$ cat config.mk
export PLATFORM = sky130hd
export DESIGN_NAME = msg_doorbell_unit
export DESIGN_NICKNAME = d
export VERILOG_FILES = /design/src/rtl/mdu_pkg.sv /design/src/rtl/mdu_doorbell.sv /design/src/rtl/mdu_mailbox.sv /design/src/rtl/msg_doorbell_unit.sv
export SDC_FILE = /design/constraint.sdc
export NUM_CORES = 1
export LEC_CHECK = 0
export ABC_AREA = 1
export CAP_MARGIN = 25
export CORE_UTILIZATION = 45
export DETAILED_ROUTE_END_ITERATION = 16
export HOLD_SLACK_MARGIN = 0.06
export PLACE_DENSITY = 0.71
export SYNTH_ARGS = -nofsm -noshare
export SYNTH_HDL_FRONTEND = slang
export SYNTH_HIERARCHICAL = 1
export SYNTH_SLANG_ARGS = --single-unit
$ cat constraint.sdc
create_clock -name clk -period 2.4 [get_ports clk]
set_input_delay 0.48 -clock clk [delete_from_list [all_inputs] [get_ports clk]]
set_output_delay 0.48 -clock clk [all_outputs]
set_load 0.01 [all_outputs]
$ cat src/rtl/mdu_pkg.sv
package mdu_pkg;
  localparam int HADDR_W = 3;
  localparam int LADDR_W = 4;
  localparam int N_MSG   = 2;
  localparam int N_SRC   = N_MSG + 1;

  // host side word addresses
  localparam logic [HADDR_W-1:0] HA_IDB  = 3'd0;
  localparam logic [HADDR_W-1:0] HA_ODB  = 3'd1;
  localparam logic [HADDR_W-1:0] HA_IMSG = 3'd2;
  localparam logic [HADDR_W-1:0] HA_OMSG = 3'd4;
  localparam logic [HADDR_W-1:0] HA_STAT = 3'd6;
  localparam logic [HADDR_W-1:0] HA_MASK = 3'd7;

  // local side word addresses
  localparam logic [LADDR_W-1:0] LA_IDB   = 4'd0;
  localparam logic [LADDR_W-1:0] LA_ODB   = 4'd1;
  localparam logic [LADDR_W-1:0] LA_IMSG  = 4'd2;
  localparam logic [LADDR_W-1:0] LA_OMSG  = 4'd4;
  localparam logic [LADDR_W-1:0] LA_STAT  = 4'd6;
  localparam logic [LADDR_W-1:0] LA_CTRL  = 4'd7;
  localparam logic [LADDR_W-1:0] LA_X1SET = 4'd8;
  localparam logic [LADDR_W-1:0] LA_X1CLR = 4'd9;
  localparam logic [LADDR_W-1:0] LA_X0SET = 4'd10;
  localparam logic [LADDR_W-1:0] LA_X0CLR = 4'd11;
  localparam logic [LADDR_W-1:0] LA_X1RD  = 4'd12;
  localparam logic [LADDR_W-1:0] LA_X0RD  = 4'd13;

  localparam int CTRL_MODE_BIT = 3;

  // interrupt from doorbell-nonzero plus message pending flags, mask bit 1 blocks
  function automatic logic src_irq(input logic db_nz, input logic [N_MSG-1:0] pend,
                                   input logic [N_SRC-1:0] mask);
    return |({pend, db_nz} & ~mask);
  endfunction
endpackage

$ cat src/rtl/mdu_doorbell.sv
module mdu_doorbell #(
  parameter int DW = 32
) (
  input  logic          clk,
  input  logic          rst_n,
  input  logic          set_en,
  input  logic [DW-1:0] set_bits,
  input  logic          clr_en,
  input  logic [DW-1:0] clr_bits,
  output logic [DW-1:0] bits_q
);
  // set first, then clear: a collision on one bit leaves it clear
  function automatic logic [DW-1:0] next_bits(input logic [DW-1:0] cur,
                                              input logic se, input logic [DW-1:0] sb,
                                              input logic ce, input logic [DW-1:0] cb);
    logic [DW-1:0] t;
    t = se ? (cur | sb) : cur;
    return ce ? (t & ~cb) : t;
  endfunction

  always_ff @(posedge clk or negedge rst_n) begin
    if (!rst_n) bits_q <= '0;
    else        bits_q <= next_bits(bits_q, set_en, set_bits, clr_en, clr_bits);
  end
endmodule

$ cat src/rtl/mdu_mailbox.sv
module mdu_mailbox #(
  parameter int DW = 32
) (
  input  logic          clk,
  input  logic          rst_n,
  input  logic          wr_en,
  input  logic [DW-1:0] wr_data,
  input  logic          take,
  output logic [DW-1:0] data_q,
  output logic          pend_q
);
  always_ff @(posedge clk or negedge rst_n) begin
    if (!rst_n) begin
      data_q <= '0;
      pend_q <= 1'b0;
    end else if (wr_en) begin
      data_q <= wr_data;
      pend_q <= 1'b1;      // a fresh message outranks a same-cycle take
    end else if (take) begin
      pend_q <= 1'b0;
    end
  end
endmodule

$ cat src/rtl/msg_doorbell_unit.sv
module msg_doorbell_unit
  import mdu_pkg::*;
#(
  parameter int DW = 32
) (
  input  logic               clk,
  input  logic               rst_n,
  input  logic               h_wr,
  input  logic               h_rd,
  input  logic [HADDR_W-1:0] h_addr,
  input  logic [DW-1:0]      h_wdata,
  output logic [DW-1:0]      h_rdata,
  input  logic               l_wr,
  input  logic               l_rd,
  input  logic [LADDR_W-1:0] l_addr,
  input  logic [DW-1:0]      l_wdata,
  output logic [DW-1:0]      l_rdata,
  output logic               host_irq,
  output logic               local_irq,
  output logic               cpu0_irq,
  output logic               cpu1_irq
);
  // control state
  logic             ext_mode;
  logic [N_SRC-1:0] hmask, lmask;

  // standard-path strobes, frozen in processor-to-processor mode
  logic std_hw, std_hr, std_lw, std_lr, ext_lw;
  assign std_hw = h_wr & ~ext_mode;
  assign std_hr = h_rd & ~ext_mode;
  assign std_lw = l_wr & ~ext_mode;
  assign std_lr = l_rd & ~ext_mode;
  assign ext_lw = l_wr &  ext_mode;

  // named events
  logic idb_set_ev, idb_clr_ev, odb_set_ev, odb_clr_ev;
  logic hmask_wr_ev, lctrl_wr_ev;
  assign idb_set_ev  = std_hw && (h_addr == HA_IDB);
  assign idb_clr_ev  = std_lw && (l_addr == LA_IDB);
  assign odb_set_ev  = std_lw && (l_addr == LA_ODB);
  assign odb_clr_ev  = std_hw && (h_addr == HA_ODB);
  assign hmask_wr_ev = std_hw && (h_addr == HA_MASK);
  assign lctrl_wr_ev = l_wr   && (l_addr == LA_CTRL);

  logic [DW-1:0] idb_q, odb_q;

  mdu_doorbell #(.DW(DW)) u_idb (
    .clk(clk), .rst_n(rst_n),
    .set_en(idb_set_ev), .set_bits(h_wdata),
    .clr_en(idb_clr_ev), .clr_bits(l_wdata),
    .bits_q(idb_q)
  );

  mdu_doorbell #(.DW(DW)) u_odb (
    .clk(clk), .rst_n(rst_n),
    .set_en(odb_set_ev), .set_bits(l_wdata),
    .clr_en(odb_clr_ev), .clr_bits(h_wdata),
    .bits_q(odb_q)
  );

  // processor-to-processor doorbells: index 0 targets processor 0, 1 targets 1
  logic [DW-1:0] xdb_q [2];
  logic [1:0]    xdb_set_ev, xdb_clr_ev;
  assign xdb_set_ev[1] = ext_lw && (l_addr == LA_X1SET);
  assign xdb_clr_ev[1] = ext_lw && (l_addr == LA_X1CLR);
  assign xdb_set_ev[0] = ext_lw && (l_addr == LA_X0SET);
  assign xdb_clr_ev[0] = ext_lw && (l_addr == LA_X0CLR);

  for (genvar p = 0; p < 2; p++) begin : g_xdb
    mdu_doorbell #(.DW(DW)) u_xdb (
      .clk(clk), .rst_n(rst_n),
      .set_en(xdb_set_ev[p]), .set_bits(l_wdata),
      .clr_en(xdb_clr_ev[p]), .clr_bits(l_wdata),
      .bits_q(xdb_q[p])
    );
  end

  // message words
  logic [DW-1:0]    imsg_d [N_MSG];
  logic [DW-1:0]    omsg_d [N_MSG];
  logic [N_MSG-1:0] imsg_pend, omsg_pend;
  logic [N_MSG-1:0] imsg_wr_ev, imsg_take_ev, omsg_wr_ev, omsg_take_ev;

  for (genvar i = 0; i < N_MSG; i++) begin : g_msg
    assign imsg_wr_ev[i]   = std_hw && (h_addr == HA_IMSG + HADDR_W'(i));
    assign imsg_take_ev[i] = (std_lr && (l_addr == LA_IMSG + LADDR_W'(i)))
                           || (std_lw && (l_addr == LA_STAT) && l_wdata[1+i]);
    assign omsg_wr_ev[i]   = std_lw && (l_addr == LA_OMSG + LADDR_W'(i));
    assign omsg_take_ev[i] = (std_hr && (h_addr == HA_OMSG + HADDR_W'(i)))
                           || (std_hw && (h_addr == HA_STAT) && h_wdata[1+i]);

    mdu_mailbox #(.DW(DW)) u_imsg (
      .clk(clk), .rst_n(rst_n),
      .wr_en(imsg_wr_ev[i]), .wr_data(h_wdata), .take(imsg_take_ev[i]),
      .data_q(imsg_d[i]), .pend_q(imsg_pend[i])
    );
    mdu_mailbox #(.DW(DW)) u_omsg (
      .clk(clk), .rst_n(rst_n),
      .wr_en(omsg_wr_ev[i]), .wr_data(l_wdata), .take(omsg_take_ev[i]),
      .data_q(omsg_d[i]), .pend_q(omsg_pend[i])
    );
  end

  // masks and mode
  always_ff @(posedge clk or negedge rst_n) begin
    if (!rst_n) begin
      hmask    <= '0;
      lmask    <= '0;
      ext_mode <= 1'b0;
    end else begin
      if (hmask_wr_ev) hmask <= h_wdata[N_SRC-1:0];
      if (lctrl_wr_ev) begin
        lmask    <= l_wdata[N_SRC-1:0];
        ext_mode <= l_wdata[CTRL_MODE_BIT];
      end
    end
  end

  // interrupts
  logic idb_nz, odb_nz;
  assign idb_nz    = |idb_q;
  assign odb_nz    = |odb_q;
  assign local_irq = ~ext_mode & src_irq(idb_nz, imsg_pend, lmask);
  assign host_irq  = ~ext_mode & src_irq(odb_nz, omsg_pend, hmask);
  assign cpu0_irq  =  ext_mode & (|xdb_q[0]);
  assign cpu1_irq  =  ext_mode & (|xdb_q[1]);

  // read muxes
  always_comb begin
    h_rdata = '0;
    case (h_addr)
      HA_IDB:            h_rdata = idb_q;
      HA_ODB:            h_rdata = odb_q;
      HA_IMSG:           h_rdata = imsg_d[0];
      HA_IMSG + 3'd1:    h_rdata = imsg_d[1];
      HA_OMSG:           h_rdata = omsg_d[0];
      HA_OMSG + 3'd1:    h_rdata = omsg_d[1];
      HA_STAT:           h_rdata = DW'({omsg_pend, odb_nz});
      default:           h_rdata = DW'(hmask);
    endcase
  end

  always_comb begin
    l_rdata = '0;
    case (l_addr)
      LA_IDB:            l_rdata = idb_q;
      LA_ODB:            l_rdata = odb_q;
      LA_IMSG:           l_rdata = imsg_d[0];
      LA_IMSG + 4'd1:    l_rdata = imsg_d[1];
      LA_OMSG:           l_rdata = omsg_d[0];
      LA_OMSG + 4'd1:    l_rdata = omsg_d[1];
      LA_STAT:           l_rdata = DW'({imsg_pend, idb_nz});
      LA_CTRL:           l_rdata = DW'({ext_mode, lmask});
      LA_X1RD:           l_rdata = xdb_q[1];
      LA_X0RD:           l_rdata = xdb_q[0];
      default:           l_rdata = '0;
    endcase
  end
endmodule

* Word-level counts from Yosys, hierarchy flattened *
Cells that the tools add are included.

storage, ports and cells
  bits in latches = 0
  output and inout bits = 68
  word-level logic and storage cells = 117
  memories = 0
  bits in registers = 267
  bits in read-only memories = 0
  RAM bits = 0

operators by class
  add/subtract/negate cells = 0
  div/mod/pow operators = 0
  bitwise operators = 24
  reduce and logical (&&, ||, !) cells = 40
  equality and inequality tests = 20
  order comparisons = 0
  shift operators = 0
  mux-type cells = 18
  $mul = 0

operators by type and width
  operator            count
  $pmux 32 s10        1
  $mux 32             8
  $pmux 32 s7         1
  $and 32x32->32      4
  $or 32x32->32       4
  $reduce_or 32->1    4
  $not 32->32         2
  $eq 4x4->1 const B  6
  $logic_and 1x1->1   24
  $eq 4x3->1 const B  4
  $eq 3x3->1 const B  4
  $and 1x1->1         9
  $eq 4x2->1 const B  2
  $mux 1              8
  $reduce_bool 2->1   4
  $and 3x3->3         2
  $eq 3x2->1 const B  2
  $not 3->3           2
  $reduce_or 3->1     2
  $eq 4x1->1 const B  1
  $logic_not 4->1     1
  $logic_or 1x1->1    4
  $eq 3x1->1 const B  1
  $logic_not 3->1     1
  $not 1->1           1

* Depth between registers and ports, before layout *
  depth after elaboration = 7
  gate-level depth with buffers = 11
  mapped depth without buffers = 9

* Hierarchy *
The synthesis kept the hierarchy.

modules (own cells, without submodules)
  module             area each (um^2)  seq. area each (um^2)  times used  cells an instance
  mdu_doorbell       1570.3            800.8                  4           230
  mdu_mailbox        1326.3            825.8                  4           140
  msg_doorbell_unit  4190.3            175.2                  1           897

* Least setup slack after synthesis *
No wires, ideal clock.

  path kind = input to output
  start = input l_addr[0]
  end = output l_rdata[16]
  slack = 0.446 ns
  cell stages on the path = 9
  arrival = 1.474 ns
  data required time = 1.920 ns
  path through = buf_4 nor2_4 nand2_2 inv_2 buf_2 nand2_1 o21ai_0 nor2_1 nand3_1

between the ends
  cells in the longest elaborated chain, start to end = 2
  elaborated cells between the ends (all ways) = 11
  those cells by class = 9 x eq/ne; 1 x mux; 1 x reduce/logical

RTL lines
  what                                line                      RTL
  start, declared                     msg_doorbell_unit.sv:15   input logic [LADDR_W-1:0] l_addr,
  $eq 4x4->1 (tied with other cells)  msg_doorbell_unit.sv:145  case (l_addr)
  $pmux 32 s10 (*)                    msg_doorbell_unit.sv:145
  end, declared                       msg_doorbell_unit.sv:17   output logic [DW-1:0] l_rdata,

Mark *: on every way between the ends. The rest lies on a longest branch, timed or not.

* Final worst setup path *
  start = register g_xdb[1].u_xdb.bits_q[11]
  end = output cpu1_irq

between the ends
  cells in the longest elaborated chain, start to end = 2

RTL lines
  what                    line                      RTL
  start, declared         mdu_doorbell.sv:10        output logic [DW-1:0] bits_q
  start signal, assigned  mdu_doorbell.sv:23        else bits_q <= next_bits(bits_q, set_en, set_bits, clr_en, clr_bits);
  $reduce_or 32->1        msg_doorbell_unit.sv:126  assign cpu1_irq = ext_mode & (|xdb_q[1]);
  $and 1x1->1             msg_doorbell_unit.sv:126
  end, declared           msg_doorbell_unit.sv:21   output logic cpu1_irq

Every way passes these cells.

==> results.md <==
- Status: finished, violations left
- Failing checks: setup timing
- Clock Power Share: 0.329
- Row count: 68
- Core area: 34500 um^2
- Final GP Congestion: 0.970
- Lkg Pwr: around 11 nW
- RSZ-0062 raised after global routing: yes
- Max-capacitance violation count: 0
- Final net count: 2740
- First-pass GRT wire length: just under 100000 um
- Power per cell area: about 750 nW/um^2
- Vias: 17100
- Worst Slack Setup Final: -0.00691 ns
- Post-synthesis register bit count: between 200 and 300
- Syn Area/Cell: about 6.6 um^2
- Die area: ~36000 um^2
- Clk root buf: clkbuf_16
- Fin. Hold Viols: 0
- Layout cells sized above 1: 0.176
- Switching Power: approximately 5.3 mW
- Min-Delay Path Class: in -> async
- CP Class: reg -> out
- CTS max path bufs: 3
- Initial core utilization: 0.457
- R2R depth: 9
- Avg WL per Cell: 20.7 um
- Cells after Synth: 2377
- Internal: 10.1 mW
- CP most frequent cell: nor2_2
- CP Data Required Time: 1.92 ns
- CP Cell Sequence: inv_2, nand4_1, nor2_2, nand3_2, nor2_2, nor2_2, buf_2
- # setup viols final: 1
- Netlist cell types: 32
- Syn_nets: around 2500
- Yosys Warn Count: 6
- Sequential power share: 0.424
- Sequential share of the synthesized area: 0.424
- Final Core Density: 0.598
- DR iter-0 viols: roughly 2300
- Slew HR: 0.618
- DRC Markers: 0
- Worst Skew: between 0.01 and 0.015 ns
- # clock sinks: approximately 270
- Fill count: 3130
- Dpl hpwl: 42900 um
- Gr usage total: 0.363
- Min Tclk post-route: about 2.4 ns
- IO Count: roughly 150
- Crit start category: flop
- Initial antenna violation count: 2
- Worst Path Arrival: 1.93 ns
- Mapped Area: between 15000 and 20000 um^2
- CTS tree: yes
- Vias in the first global route: ~16000
- Comb power frac: 0.247
- Antenna viol nets, final: 0
- Pre-antenna DRT Iters: 6
- Pin count of the biggest net entering global routing: between 50 and 60
- Clock slew at reported path FFs: around 0.070 ns
- Area grow syn2layout: 31.0%
- Port bufs: around 140
- Max stage delay cell, worst path: dfrtp_1
- Chip Height: approximately 190 um
- Die width: roughly 190 um
- Most common cell after layout, fill and taps aside: nand2_1
- Worst-Skew Late Latency: 0.58 ns
- Final Max Slew Viols: 0
- GRT overflow: 0
- Critical path endpoint category: output pin
- Least-Margin Pin Slew: approximately 0.57 ns
- Worst-path maximum fanout: 2
- Total CTS buffers: 31
- H-tree depth: 1
- Setup TNS: -0.00691 ns
- Vias per inst: ~5.4
- Switching Share: 0.342
- Max incr delay on CP: 0.38 ns
- Routed WL: 65100 um
- Fmax: 415 MHz
- Fin crit share: 1.00
- Most frequent cells in the layout: 1069 x nand2_1, 405 x inv_1, 261 x dfrtp_1
- Peak VDD IR: approximately 0.64 mV
synthesized netlist by cell type (all sizes together):
cell	number	area (um^2)
a31oi	2	12.5
a22o	1	8.76
nand3b	3	22.5
nor3b	1	7.51
a21oi	64	320
o21ai	83	415
clkbuf	25	214
o22ai	62	388
inv	427	1630
clkinv	1	3.75
buf	66	541
nand2	1128	4330
nand4	32	200
dfrtp	267	6680
a211oi	4	30.0
nor3	7	35.0
nor2	115	464
nor4	8	50.1
o211ai	4	30.0
nand3	77	390
worst max-delay path: cells and delay by family, from the launching register on:
kind	cells	cell delay, ns
buf+inv	2	0.20
flops	1	0.38
simple gates	5	0.78
final cells by class:
cell class	instances	area, um^2	share of cell area
Antenna cell	1	2.50	0.000121
Clock buffer	40	870	0.0421
Clock inverter	16	214	0.0104
Inverter	428	1660	0.0804
Multi-Input combinational cell	1591	7210	0.349
Sequential cell	267	6690	0.324
Tap cell	455	569	0.0275
Timing Repair Buffer	344	3450	0.167
what timing repair did:
action                     in CTS  in global routing
resized for setup             365                 71
buffers inserted               35                 19
pin swaps                      47                 28
hold buffers                    1                  0
hold endpoints to repair       50                  0
setup endpoints to repair      68                 51
cloned                          6                  1
stage by stage:
step	cells	power, mW	area [um^2]	hold WS (ns)	setup slack (ns)
2_1_floorplan	2377	8.25	15800	0.184	0.446
3_3_place_gp	3027	9.94	18600	0.456	-0.787
3_5_place_dp	3027	10.1	18600	0.457	-0.786
4_1_cts	3124	15.1	20300	0.459	-0.0162
5_1_grt	3142	16.1	20700	0.487	-0.0480
6_report	3142	15.4	20700	0.444	-0.00691
power by group through the flow:
| stage | sequential, mW | clock, mW | combinational [mW] |
|---|---|---|---|
| global placement | 6.48 | 0 | 3.46 |
| detailed placement | 6.50 | 0 | 3.56 |
| CTS | 6.45 | 5.09 | 3.60 |
| global route | 6.63 | 5.28 | 4.22 |
| floorplan | 6.21 | 0 | 2.03 |
| finish | 6.53 | 5.07 | 3.81 |
state kept, by name, indices dropped and copies added (netlist names):
signal               cells
g_msg.u_imsg/data_q     64
g_msg.u_imsg/pend_q      2
u_odb/bits_q            32
g_xdb.u_xdb/bits_q      64
g_msg.u_omsg/data_q     64
hmask                    3
u_idb/bits_q            32
g_msg.u_omsg/pend_q      2
ext_mode                 1
lmask                    3
worst paths after layout:
kind | startpoint | end | slack, ns
setup reg to reg | ext_mode | u_idb/bits_q[23] | 0.15
setup / recovery | g_xdb[1].u_xdb/bits_q[11] | cpu1_irq | -0.007
hold / removal | rst_n | g_msg[1].u_omsg/data_q[25] | 0.44
max in group asynchronous | rst_n | u_idb/bits_q[28] | 1.16
hold reg to reg | g_msg[1].u_imsg/data_q[11] | g_msg[1].u_imsg/data_q[11] | 0.47
min in group clk | g_msg[1].u_imsg/data_q[11] | g_msg[1].u_imsg/data_q[11] | 0.47
metal layers:
| layer | vias up | routed length, um | track usage | part of all wire |
|---|---|---|---|---|
| li1 | 7726 | - | - | - |
| met1 | 7948 | 25500 | 0.500 | 0.39 |
| met2 | 1198 | 28000 | 0.550 | 0.43 |
| met3 | 242 | 8400 | 0.0760 | 0.13 |
| met4 | 2 | 3220 | 0.162 | 0.049 |
| met5 | - | 13 | 0 | 0.00020 |
cell families after synthesis:
group,count (synthesis),synth area share
DFF,267,0.424
AOI/OAI and AO/OA,220,0.0764
buffers and inverters,519,0.152
and+or+nand+nor,1371,0.349
Power figures use the tool's default switching activity.
